## config.mk

```make
export PLATFORM = sky130hd
export DESIGN_NAME = dual_tick_timer
export DESIGN_NICKNAME = d
export VERILOG_FILES = /design/src/rtl/dtt_pkg.sv /design/src/rtl/dtt_prescaler.sv /design/src/rtl/dtt_free_counter.sv /design/src/rtl/dtt_event_timer.sv /design/src/rtl/dual_tick_timer.sv
export SDC_FILE = /design/constraint.sdc
export NUM_CORES = 1
export LEC_CHECK = 0
export BUFFER_PORTS_ARGS = -buffer_cell sky130_fd_sc_hd__buf_4
export CAP_MARGIN = 25
export CORE_MARGIN = 1.5
export CORE_UTILIZATION = 55
export CTS_CLUSTER_SIZE = 16
export DETAILED_ROUTE_END_ITERATION = 10
export PLACE_DENSITY = 0.8
export SYNTH_ARGS = -nofsm -noshare
export SYNTH_HDL_FRONTEND = slang
export SYNTH_HIERARCHICAL = 1
export SYNTH_SLANG_ARGS = --single-unit
```

## constraint.sdc

```tcl
create_clock -name clk -period 4.1 [get_ports clk]
set_input_delay 0.41 -clock clk [delete_from_list [all_inputs] [get_ports clk]]
set_output_delay 0.41 -clock clk [all_outputs]
set_load 0.05 [all_outputs]
```

## src/rtl/dtt_pkg.sv

```systemverilog
package dtt_pkg;
    localparam int BUS_W    = 32;
    localparam int ADDR_W   = 8;

    // control word command bit positions
    localparam int CTL_RUN  = 24;
    localparam int CTL_RPT  = 28;
    localparam int CTL_LOAD = 30;

    // register offsets
    localparam logic [ADDR_W-1:0] OFS_RLD_LO   = 8'h00;
    localparam logic [ADDR_W-1:0] OFS_CTRL     = 8'h04;
    localparam logic [ADDR_W-1:0] OFS_FREE_LO  = 8'h24;
    localparam logic [ADDR_W-1:0] OFS_FREE_HI  = 8'h28;
    localparam logic [ADDR_W-1:0] OFS_MSK_SET  = 8'h2C;
    localparam logic [ADDR_W-1:0] OFS_MSK_CLR  = 8'h30;
    localparam logic [ADDR_W-1:0] OFS_PEND_CLR = 8'h34;

    typedef enum logic [2:0] {
        SEL_NONE,
        SEL_RLD_LO,
        SEL_CTRL,
        SEL_FREE_LO,
        SEL_FREE_HI,
        SEL_MSK_SET,
        SEL_MSK_CLR,
        SEL_PEND_CLR
    } reg_sel_e;

    function automatic reg_sel_e decode_ofs(input logic [ADDR_W-1:0] a);
        case (a)
            OFS_RLD_LO:   return SEL_RLD_LO;
            OFS_CTRL:     return SEL_CTRL;
            OFS_FREE_LO:  return SEL_FREE_LO;
            OFS_FREE_HI:  return SEL_FREE_HI;
            OFS_MSK_SET:  return SEL_MSK_SET;
            OFS_MSK_CLR:  return SEL_MSK_CLR;
            OFS_PEND_CLR: return SEL_PEND_CLR;
            default:      return SEL_NONE;
        endcase
    endfunction
endpackage

```

## src/rtl/dtt_prescaler.sv

```systemverilog
module dtt_prescaler #(
    parameter int TICK_DIV = 125
) (
    input  logic clk,
    input  logic rst_n,
    output logic tick
);
    localparam int CW = (TICK_DIV > 1) ? $clog2(TICK_DIV) : 1;
    localparam logic [CW-1:0] LAST = CW'(TICK_DIV - 1);

    generate
        if (TICK_DIV > 1) begin : g_div
            typedef struct packed {
                logic [CW-1:0] phase;
                logic          tick;
            } st_t;

            st_t st_d, st_q;

            always_comb begin
                st_d = st_q;
                st_d.tick = (st_q.phase == LAST);
                if (st_q.phase == LAST) st_d.phase = '0;
                else                    st_d.phase = st_q.phase + 1'b1;
            end

            always_ff @(posedge clk or negedge rst_n) begin
                if (!rst_n) st_q <= '0;
                else        st_q <= st_d;
            end

            assign tick = st_q.tick;

            AST_TICK_GAP: assert property (@(posedge clk) disable iff (!rst_n)
                tick |=> !tick);
        end else begin : g_pass
            assign tick = rst_n;
        end
    endgenerate
endmodule

```

## src/rtl/dtt_free_counter.sv

```systemverilog
module dtt_free_counter #(
    parameter int FREE_W = 64,
    parameter int WORD_W = 32
) (
    input  logic              clk,
    input  logic              rst_n,
    input  logic              tick,
    input  logic              rd_lo,
    output logic [WORD_W-1:0] lo_word,
    output logic [WORD_W-1:0] hi_shadow
);
    localparam int HI_W = FREE_W - WORD_W;

    typedef struct packed {
        logic [FREE_W-1:0] cnt;
        logic [HI_W-1:0]   shadow;
    } st_t;

    st_t st_d, st_q;

    always_comb begin
        st_d = st_q;
        if (tick)  st_d.cnt    = st_q.cnt + 1'b1;
        if (rd_lo) st_d.shadow = st_q.cnt[FREE_W-1:WORD_W];
    end

    always_ff @(posedge clk or negedge rst_n) begin
        if (!rst_n) st_q <= '0;
        else        st_q <= st_d;
    end

    assign lo_word   = st_q.cnt[WORD_W-1:0];
    assign hi_shadow = WORD_W'(st_q.shadow);

    AST_FREE_STEP: assert property (@(posedge clk) disable iff (!rst_n)
        tick |=> (st_q.cnt == $past(st_q.cnt) + 1'b1));
    AST_FREE_HOLD: assert property (@(posedge clk) disable iff (!rst_n)
        !tick |=> $stable(st_q.cnt));
    AST_SHADOW_CAPTURE: assert property (@(posedge clk) disable iff (!rst_n)
        rd_lo |=> (st_q.shadow == $past(st_q.cnt[FREE_W-1:WORD_W])));
endmodule

```

## src/rtl/dtt_event_timer.sv

```systemverilog
module dtt_event_timer #(
    parameter int CNT_W = 56,
    parameter int LO_W  = 32
) (
    input  logic                  clk,
    input  logic                  rst_n,
    input  logic                  tick,
    input  logic                  lo_wr,
    input  logic [LO_W-1:0]       lo_data,
    input  logic                  ctrl_wr,
    input  logic [CNT_W-LO_W-1:0] ctrl_hi,
    input  logic                  ctrl_run,
    input  logic                  ctrl_rpt,
    input  logic                  ctrl_load,
    input  logic                  clr_pend,
    output logic                  pend,
    output logic                  running,
    output logic                  repeat_on,
    output logic [CNT_W-LO_W-1:0] reload_hi,
    output logic [LO_W-1:0]       staged_lo
);
    localparam int HI_W = CNT_W - LO_W;

    typedef struct packed {
        logic [CNT_W-1:0] cnt;
        logic [CNT_W-1:0] rld;
        logic [LO_W-1:0]  lo;
        logic             run;
        logic             rpt;
        logic             pend;
    } st_t;

    st_t  st_d, st_q;
    logic expire;

    always_comb begin
        st_d   = st_q;
        expire = 1'b0;
        if (lo_wr) st_d.lo = lo_data;
        if (ctrl_wr) begin
            // a control write takes priority over a tick in the same cycle
            st_d.run = ctrl_run;
            st_d.rpt = ctrl_rpt;
            if (ctrl_load) begin
                st_d.rld = {ctrl_hi, st_q.lo};
                st_d.cnt = {ctrl_hi, st_q.lo};
            end
        end else if (st_q.run && tick) begin
            if (st_q.cnt <= CNT_W'(1)) begin
                expire = 1'b1;
                if (st_q.rpt) begin
                    st_d.cnt = st_q.rld;
                end else begin
                    st_d.cnt = '0;
                    st_d.run = 1'b0;
                end
            end else begin
                st_d.cnt = st_q.cnt - 1'b1;
            end
        end
        // a new expiry wins over a clear in the same cycle
        if (clr_pend) st_d.pend = 1'b0;
        if (expire)   st_d.pend = 1'b1;
    end

    always_ff @(posedge clk or negedge rst_n) begin
        if (!rst_n) st_q <= '0;
        else        st_q <= st_d;
    end

    assign pend      = st_q.pend;
    assign running   = st_q.run;
    assign repeat_on = st_q.rpt;
    assign reload_hi = st_q.rld[CNT_W-1:LO_W];
    assign staged_lo = st_q.lo;

    AST_EVT_DOWN: assert property (@(posedge clk) disable iff (!rst_n)
        (st_q.run && tick && !ctrl_wr && st_q.cnt > CNT_W'(1))
        |=> (st_q.cnt == $past(st_q.cnt) - 1'b1));
    AST_EVT_ONESHOT_HALT: assert property (@(posedge clk) disable iff (!rst_n)
        (st_q.run && tick && !ctrl_wr && st_q.cnt <= CNT_W'(1) && !st_q.rpt)
        |=> (!st_q.run && st_q.pend));
    AST_EVT_RELOAD: assert property (@(posedge clk) disable iff (!rst_n)
        (st_q.run && tick && !ctrl_wr && st_q.cnt <= CNT_W'(1) && st_q.rpt)
        |=> (st_q.cnt == st_q.rld && st_q.pend && st_q.run));
    AST_EVT_PEND_HOLD: assert property (@(posedge clk) disable iff (!rst_n)
        (st_q.pend && !clr_pend) |=> st_q.pend);
    AST_EVT_IDLE: assert property (@(posedge clk) disable iff (!rst_n)
        (!st_q.run && !ctrl_wr) |=> ($stable(st_q.cnt) && !$rose(st_q.pend)));
endmodule

```

## src/rtl/dual_tick_timer.sv

```systemverilog
module dual_tick_timer #(
    parameter int TICK_DIV = 125,
    parameter int EVT_W    = 56,
    parameter int FREE_W   = 64
) (
    input  logic        clk,
    input  logic        rst_n,
    input  logic        bus_en,
    input  logic        bus_we,
    input  logic [7:0]  bus_addr,
    input  logic [31:0] bus_wdata,
    output logic [31:0] bus_rdata,
    output logic        irq
);
    import dtt_pkg::*;

    localparam int EVT_HI_W = EVT_W - BUS_W;

    typedef struct packed {
        logic             mask;
        logic [BUS_W-1:0] rdata;
    } st_t;

    st_t      st_d, st_q;
    reg_sel_e sel;
    logic     wr_s, rd_s;
    logic     tick;
    logic     lo_wr, ctrl_wr, pend_clr, free_rd_lo;
    logic     pend, running, repeat_on;
    logic [EVT_HI_W-1:0] reload_hi;
    logic [BUS_W-1:0]    staged_lo, free_lo, free_hi;
    logic [BUS_W-1:0]    ctrl_view;

    assign sel  = decode_ofs(bus_addr);
    assign wr_s = bus_en &&  bus_we;
    assign rd_s = bus_en && !bus_we;

    assign lo_wr      = wr_s && (sel == SEL_RLD_LO);
    assign ctrl_wr    = wr_s && (sel == SEL_CTRL);
    assign pend_clr   = wr_s && (sel == SEL_PEND_CLR) && bus_wdata[0];
    assign free_rd_lo = rd_s && (sel == SEL_FREE_LO);

    dtt_prescaler #(.TICK_DIV(TICK_DIV)) u_pre (
        .clk   (clk),
        .rst_n (rst_n),
        .tick  (tick)
    );

    dtt_event_timer #(.CNT_W(EVT_W), .LO_W(BUS_W)) u_evt (
        .clk       (clk),
        .rst_n     (rst_n),
        .tick      (tick),
        .lo_wr     (lo_wr),
        .lo_data   (bus_wdata),
        .ctrl_wr   (ctrl_wr),
        .ctrl_hi   (bus_wdata[EVT_HI_W-1:0]),
        .ctrl_run  (bus_wdata[CTL_RUN]),
        .ctrl_rpt  (bus_wdata[CTL_RPT]),
        .ctrl_load (bus_wdata[CTL_LOAD]),
        .clr_pend  (pend_clr),
        .pend      (pend),
        .running   (running),
        .repeat_on (repeat_on),
        .reload_hi (reload_hi),
        .staged_lo (staged_lo)
    );

    dtt_free_counter #(.FREE_W(FREE_W), .WORD_W(BUS_W)) u_free (
        .clk       (clk),
        .rst_n     (rst_n),
        .tick      (tick),
        .rd_lo     (free_rd_lo),
        .lo_word   (free_lo),
        .hi_shadow (free_hi)
    );

    always_comb begin
        ctrl_view                 = '0;
        ctrl_view[EVT_HI_W-1:0]   = reload_hi;
        ctrl_view[CTL_RUN]        = running;
        ctrl_view[CTL_RPT]        = repeat_on;
    end

    always_comb begin
        st_d       = st_q;
        st_d.rdata = '0;
        if (wr_s && sel == SEL_MSK_SET && bus_wdata[0]) st_d.mask = 1'b1;
        if (wr_s && sel == SEL_MSK_CLR && bus_wdata[0]) st_d.mask = 1'b0;
        if (rd_s) begin
            case (sel)
                SEL_RLD_LO:   st_d.rdata = staged_lo;
                SEL_CTRL:     st_d.rdata = ctrl_view;
                SEL_FREE_LO:  st_d.rdata = free_lo;
                SEL_FREE_HI:  st_d.rdata = free_hi;
                SEL_MSK_SET,
                SEL_MSK_CLR:  st_d.rdata = {{(BUS_W-1){1'b0}}, st_q.mask};
                SEL_PEND_CLR: st_d.rdata = {{(BUS_W-1){1'b0}}, pend};
                default:      st_d.rdata = '0;
            endcase
        end
    end

    always_ff @(posedge clk or negedge rst_n) begin
        if (!rst_n) st_q <= '0;
        else        st_q <= st_d;
    end

    assign bus_rdata = st_q.rdata;
    assign irq       = pend && st_q.mask;

    AST_IRQ_NEEDS_MASK: assert property (@(posedge clk) disable iff (!rst_n)
        irq |-> st_q.mask);
    AST_RD_QUIET: assert property (@(posedge clk) disable iff (!rst_n)
        !rd_s |=> (bus_rdata == '0));
    AST_MASK_ZERO_BIT: assert property (@(posedge clk) disable iff (!rst_n)
        (wr_s && !bus_wdata[0]) |=> $stable(st_q.mask));
endmodule

```

==> run metrics <==
setup violation total in the final timing report 0; ordered list of cells on the worst path nor4_1, and4_1, and4_1, and4_1, buf_12, a22oi_1, nand3_1; post-synthesis cell area 15000 sq um; Longest Clk Path Bufs 3; Total GRT Usage 27.2%; Sink Count 284; Gate power share 5.0%; CTS H-Tree Depth 1; post-synth top area share 47.4%; net switching power 1.33 mW; gate family responsible for the most delay along the worst path simple AND/OR/NAND/NOR gates; final hold violation count 0; violation count after the first detailed-routing iteration 1306; Startpoint Class register; TritonCTS clock tree built; Wirelength per Cell 21.7 um; synthesis-to-layout area growth 4.51%; fraction of layout cells with a size suffix above 1 17.9%; register clock-pin slew on the reported worst setup and hold paths 0.06 ns; post-route clock period utilization 78.9%; number of antenna cells inserted 0; port buffer count 76; number of maximum-capacitance constraint violations 0; flip-flop and latch count after synthesis 284; Max Clock Skew 0.0101 ns; worst min-delay path class in2reg; count of flip-flops with a built-in enable after synthesis 0; y dimension of the die 168 um; Final Routed Wirelength 38.2 mm; number of slew-limit violations in the final report 0; HPWL after detailed placement 26.3 mm; share of synthesized flip-flops with an asynchronous set or reset 100%; Hold Startpoint bus_wdata[10]; clock tree root driver cell sky130_fd_sc_hd__clkbuf_16; depth of the worst hold-timing path 3; number of buffers inserted for hold repair after clock tree synthesis 1; count of vias placed by the detailed router 11.1k; biggest fanout along the worst timing path 30; Fmax 309 MHz; share of power burned in the clock network 47.0%; cell count of the worst reg-to-reg path 7; vias in the first global route 10.6k; synthesized area per cell 10.0 sq um; share of total power consumed by net switching 22.3%; count of buffering cells on the critical path with inverters included 1; Post-CTS Resized 0; RSZ-0062 raised after global routing no; worst endpoint required time 4.57 ns; count of warnings emitted by yosys 6; time the worst path needs with I/O delays and setup 3.23 ns; slack of the worst reg-to-reg path 0.87 ns; maximum vdd ir drop 0.000306 V; part of the Yosys area used for sequential elements 47.4%; first-pass iteration count of the detailed router 7; synthesized netlist net count 1547; synth top area cells sky130_fd_sc_hd__dfrtp_1, sky130_fd_sc_hd__buf_4, sky130_fd_sc_hd__nand2_1; clock latency on the worst-skew pair 0.54 ns; top flip-flop cell by instance count after synthesis sky130_fd_sc_hd__dfrtp_1; Site Rows 60; Crit Reg-Reg Startpoint u_evt/st_q[117]$_DFFE_PN0P_; full die area 28300 sq um; synthesized netlist cell count 1498; count of cell types in the netlist 70; critical path class reg2reg; result of the run complete, no violations; Post-CTS Setup Bufs 0; Critical R2R Capture u_evt/st_q[108]$_DFFE_PN0P_; overflow left after global routing 0; number of I/O pins 77; kind of end point of the critical path register; post-DR vias/cell 6.29; die span in x 168 um; crit-path most repeated cell sky130_fd_sc_hd__and4_1; highest cell delay on the worst timing path 0.77 ns; setup TNS 0 ns; fill cell instance count of the final layout 2216; proportion of power drawn by flip-flops and latches 48.0%; terminating pin of the worst hold path u_evt/reload_hi[10]$_DFFE_PN0P_; slowest CP cell sky130_fd_sc_hd__nor4_1; TritonCTS Buffers 28; core outline area 26900 sq um; cell-internal power 4.61 mW; final layout net count 1448; Synth area leader sky130_fd_sc_hd__dfrtp_1; weighted congestion at the end of routability-driven global placement 0.906; Remaining DRCs 0; maximum number of pins on one net before global-route repair 111; Slew @ Worst Pin 0.895 ns; Static Leak 7.68 nW; data arrival time at the worst-slack endpoint 3.71 ns; power density normalized to cell area 379 nW/um^2; post-layout total power 5.94 mW; wire length of the first global-routing pass 59.9 mm; worst relative slew slack 40.3%; number of antenna violations at the first check in global routing 0; initial standard-cell utilization of the core 55.8%; Routed Antenna Nets 0
==> flip-flops by register name, indices dropped and copies added (netlist names) <==
register,flops
bus_rdata,32
st_q,1
u_evt/pend,1
u_evt/reload_hi,24
u_evt/repeat_on,1
u_evt/running,1
u_evt/st_q,88
u_evt/staged_lo,32
u_free/hi_shadow,32
u_free/lo_word,32
u_free/st_q,32
u_pre/g_div.st_q,7
u_pre/tick,1
==> synth_stat cells (16+ instances only) <==
cell type	n
sky130_fd_sc_hd__inv_1	16
sky130_fd_sc_hd__nand4_1	28
sky130_fd_sc_hd__a22oi_1	39
sky130_fd_sc_hd__a22o_1	56
sky130_fd_sc_hd__nor4_1	23
sky130_fd_sc_hd__o21ai_0	29
sky130_fd_sc_hd__nand2_1	272
sky130_fd_sc_hd__dfrtp_1	284
sky130_fd_sc_hd__xor2_1	62
sky130_fd_sc_hd__nand3_1	48
sky130_fd_sc_hd__nor3_1	40
sky130_fd_sc_hd__clkbuf_1	25
sky130_fd_sc_hd__buf_4	157
sky130_fd_sc_hd__nor2_1	63
sky130_fd_sc_hd__buf_2	18
sky130_fd_sc_hd__xnor2_1	50
sky130_fd_sc_hd__mux2_2	66
sky130_fd_sc_hd__a21oi_1	43
==> tightest hold or removal path, delay by kind of cell <==
kind                   cells  cell delay [ns]
buffers and inverters      1             0.10
and+or+nand+nor            2             0.09
==> through the flow <==
step	setup slack, ns	hold slack, ns	area [sq um]	cells	util [%]
after floorplan	1.47	0.114	15000	1498	-
after global placement	0.906	0.456	14700	1709	54.5
after detailed placement	0.872	0.456	14700	1709	54.5
after CTS	1.01	0.0761	15700	1761	58.3
after global routing	0.793	0.0864	15700	1761	58.3
final	0.867	0.0857	15700	1761	58.3
==> routing by layer <==
layer  global-route usage (%)  part of all wire (%)  vias up
li1                         -                     -     4884
met1                     38.5                    41     5470
met2                     40.5                    44      617
met3                     5.71                   9.9      102
met4                     12.3                   4.3        0
met5                        0                     0        -
==> worst max path at each step <==
stage                                            from                           to  slack [ns]  cells past startpoint
final                     u_evt/st_q[117]$_DFFE_PN0P_  u_evt/st_q[108]$_DFFE_PN0P_        0.87                      7
after global routing      u_evt/st_q[115]$_DFFE_PN0P_  u_evt/st_q[108]$_DFFE_PN0P_        0.79                      7
after CTS                 u_evt/st_q[118]$_DFFE_PN0P_  u_evt/st_q[108]$_DFFE_PN0P_        1.01                      7
after detailed placement                  bus_addr[7]  u_evt/st_q[136]$_DFFE_PN0P_        0.87                     10
after global placement                    bus_addr[7]  u_evt/st_q[110]$_DFFE_PN0P_        0.91                     12
after floorplan                           bus_addr[7]  u_evt/st_q[136]$_DFFE_PN0P_        1.47                     11
==> area by class of cell <==
class                   instances  area, sq um  area share, %
flip-flops and latches        284         7110           45.4
multi-input cells             971         6270           40.0
clock buffers                  37          806           5.14
repair buffers                 98          796           5.08
well taps                     341          427           2.72
clock inverters                14          201           1.29
inverters                      16         60.1          0.383
==> cells by family (layout without fill, tap and decap cells) <==
kind of cell	count (synthesis)	after routing	share of synthesized area, %
buf+inv	243	165	10.9
flops	284	284	47.4
xor+xnor	112	112	6.54
mux	67	67	5.02
fa+ha+maj	5	5	0.417
compound gates	232	232	11.4
simple gates	555	555	18.3
==> power groups by stage <==
stage	clock network, mW	logic (mW)	registers (mW)
2_1_floorplan	0	0.168	2.88
3_3_place_gp	0	0.287	2.90
3_5_place_dp	0	0.291	2.90
4_1_cts	2.82	0.294	2.85
5_1_grt	2.94	0.322	2.85
6_report	2.79	0.294	2.85
==> cell usage in the layout, fill, tap and decap left out, types with 40 or more instances in the layout <==
cell | Yosys | final
sky130_fd_sc_hd__xor2_1 | 62 | 62
sky130_fd_sc_hd__dfrtp_1 | 284 | 284
sky130_fd_sc_hd__nand2_1 | 272 | 271
sky130_fd_sc_hd__nor3_1 | 40 | 40
sky130_fd_sc_hd__nor2_1 | 63 | 62
sky130_fd_sc_hd__buf_4 | 157 | 92
sky130_fd_sc_hd__xnor2_1 | 50 | 50
sky130_fd_sc_hd__a22o_1 | 56 | 56
sky130_fd_sc_hd__a21oi_1 | 43 | 43
sky130_fd_sc_hd__mux2_2 | 66 | 66
sky130_fd_sc_hd__nand3_1 | 48 | 48
(Power assumes the default switching activity.)
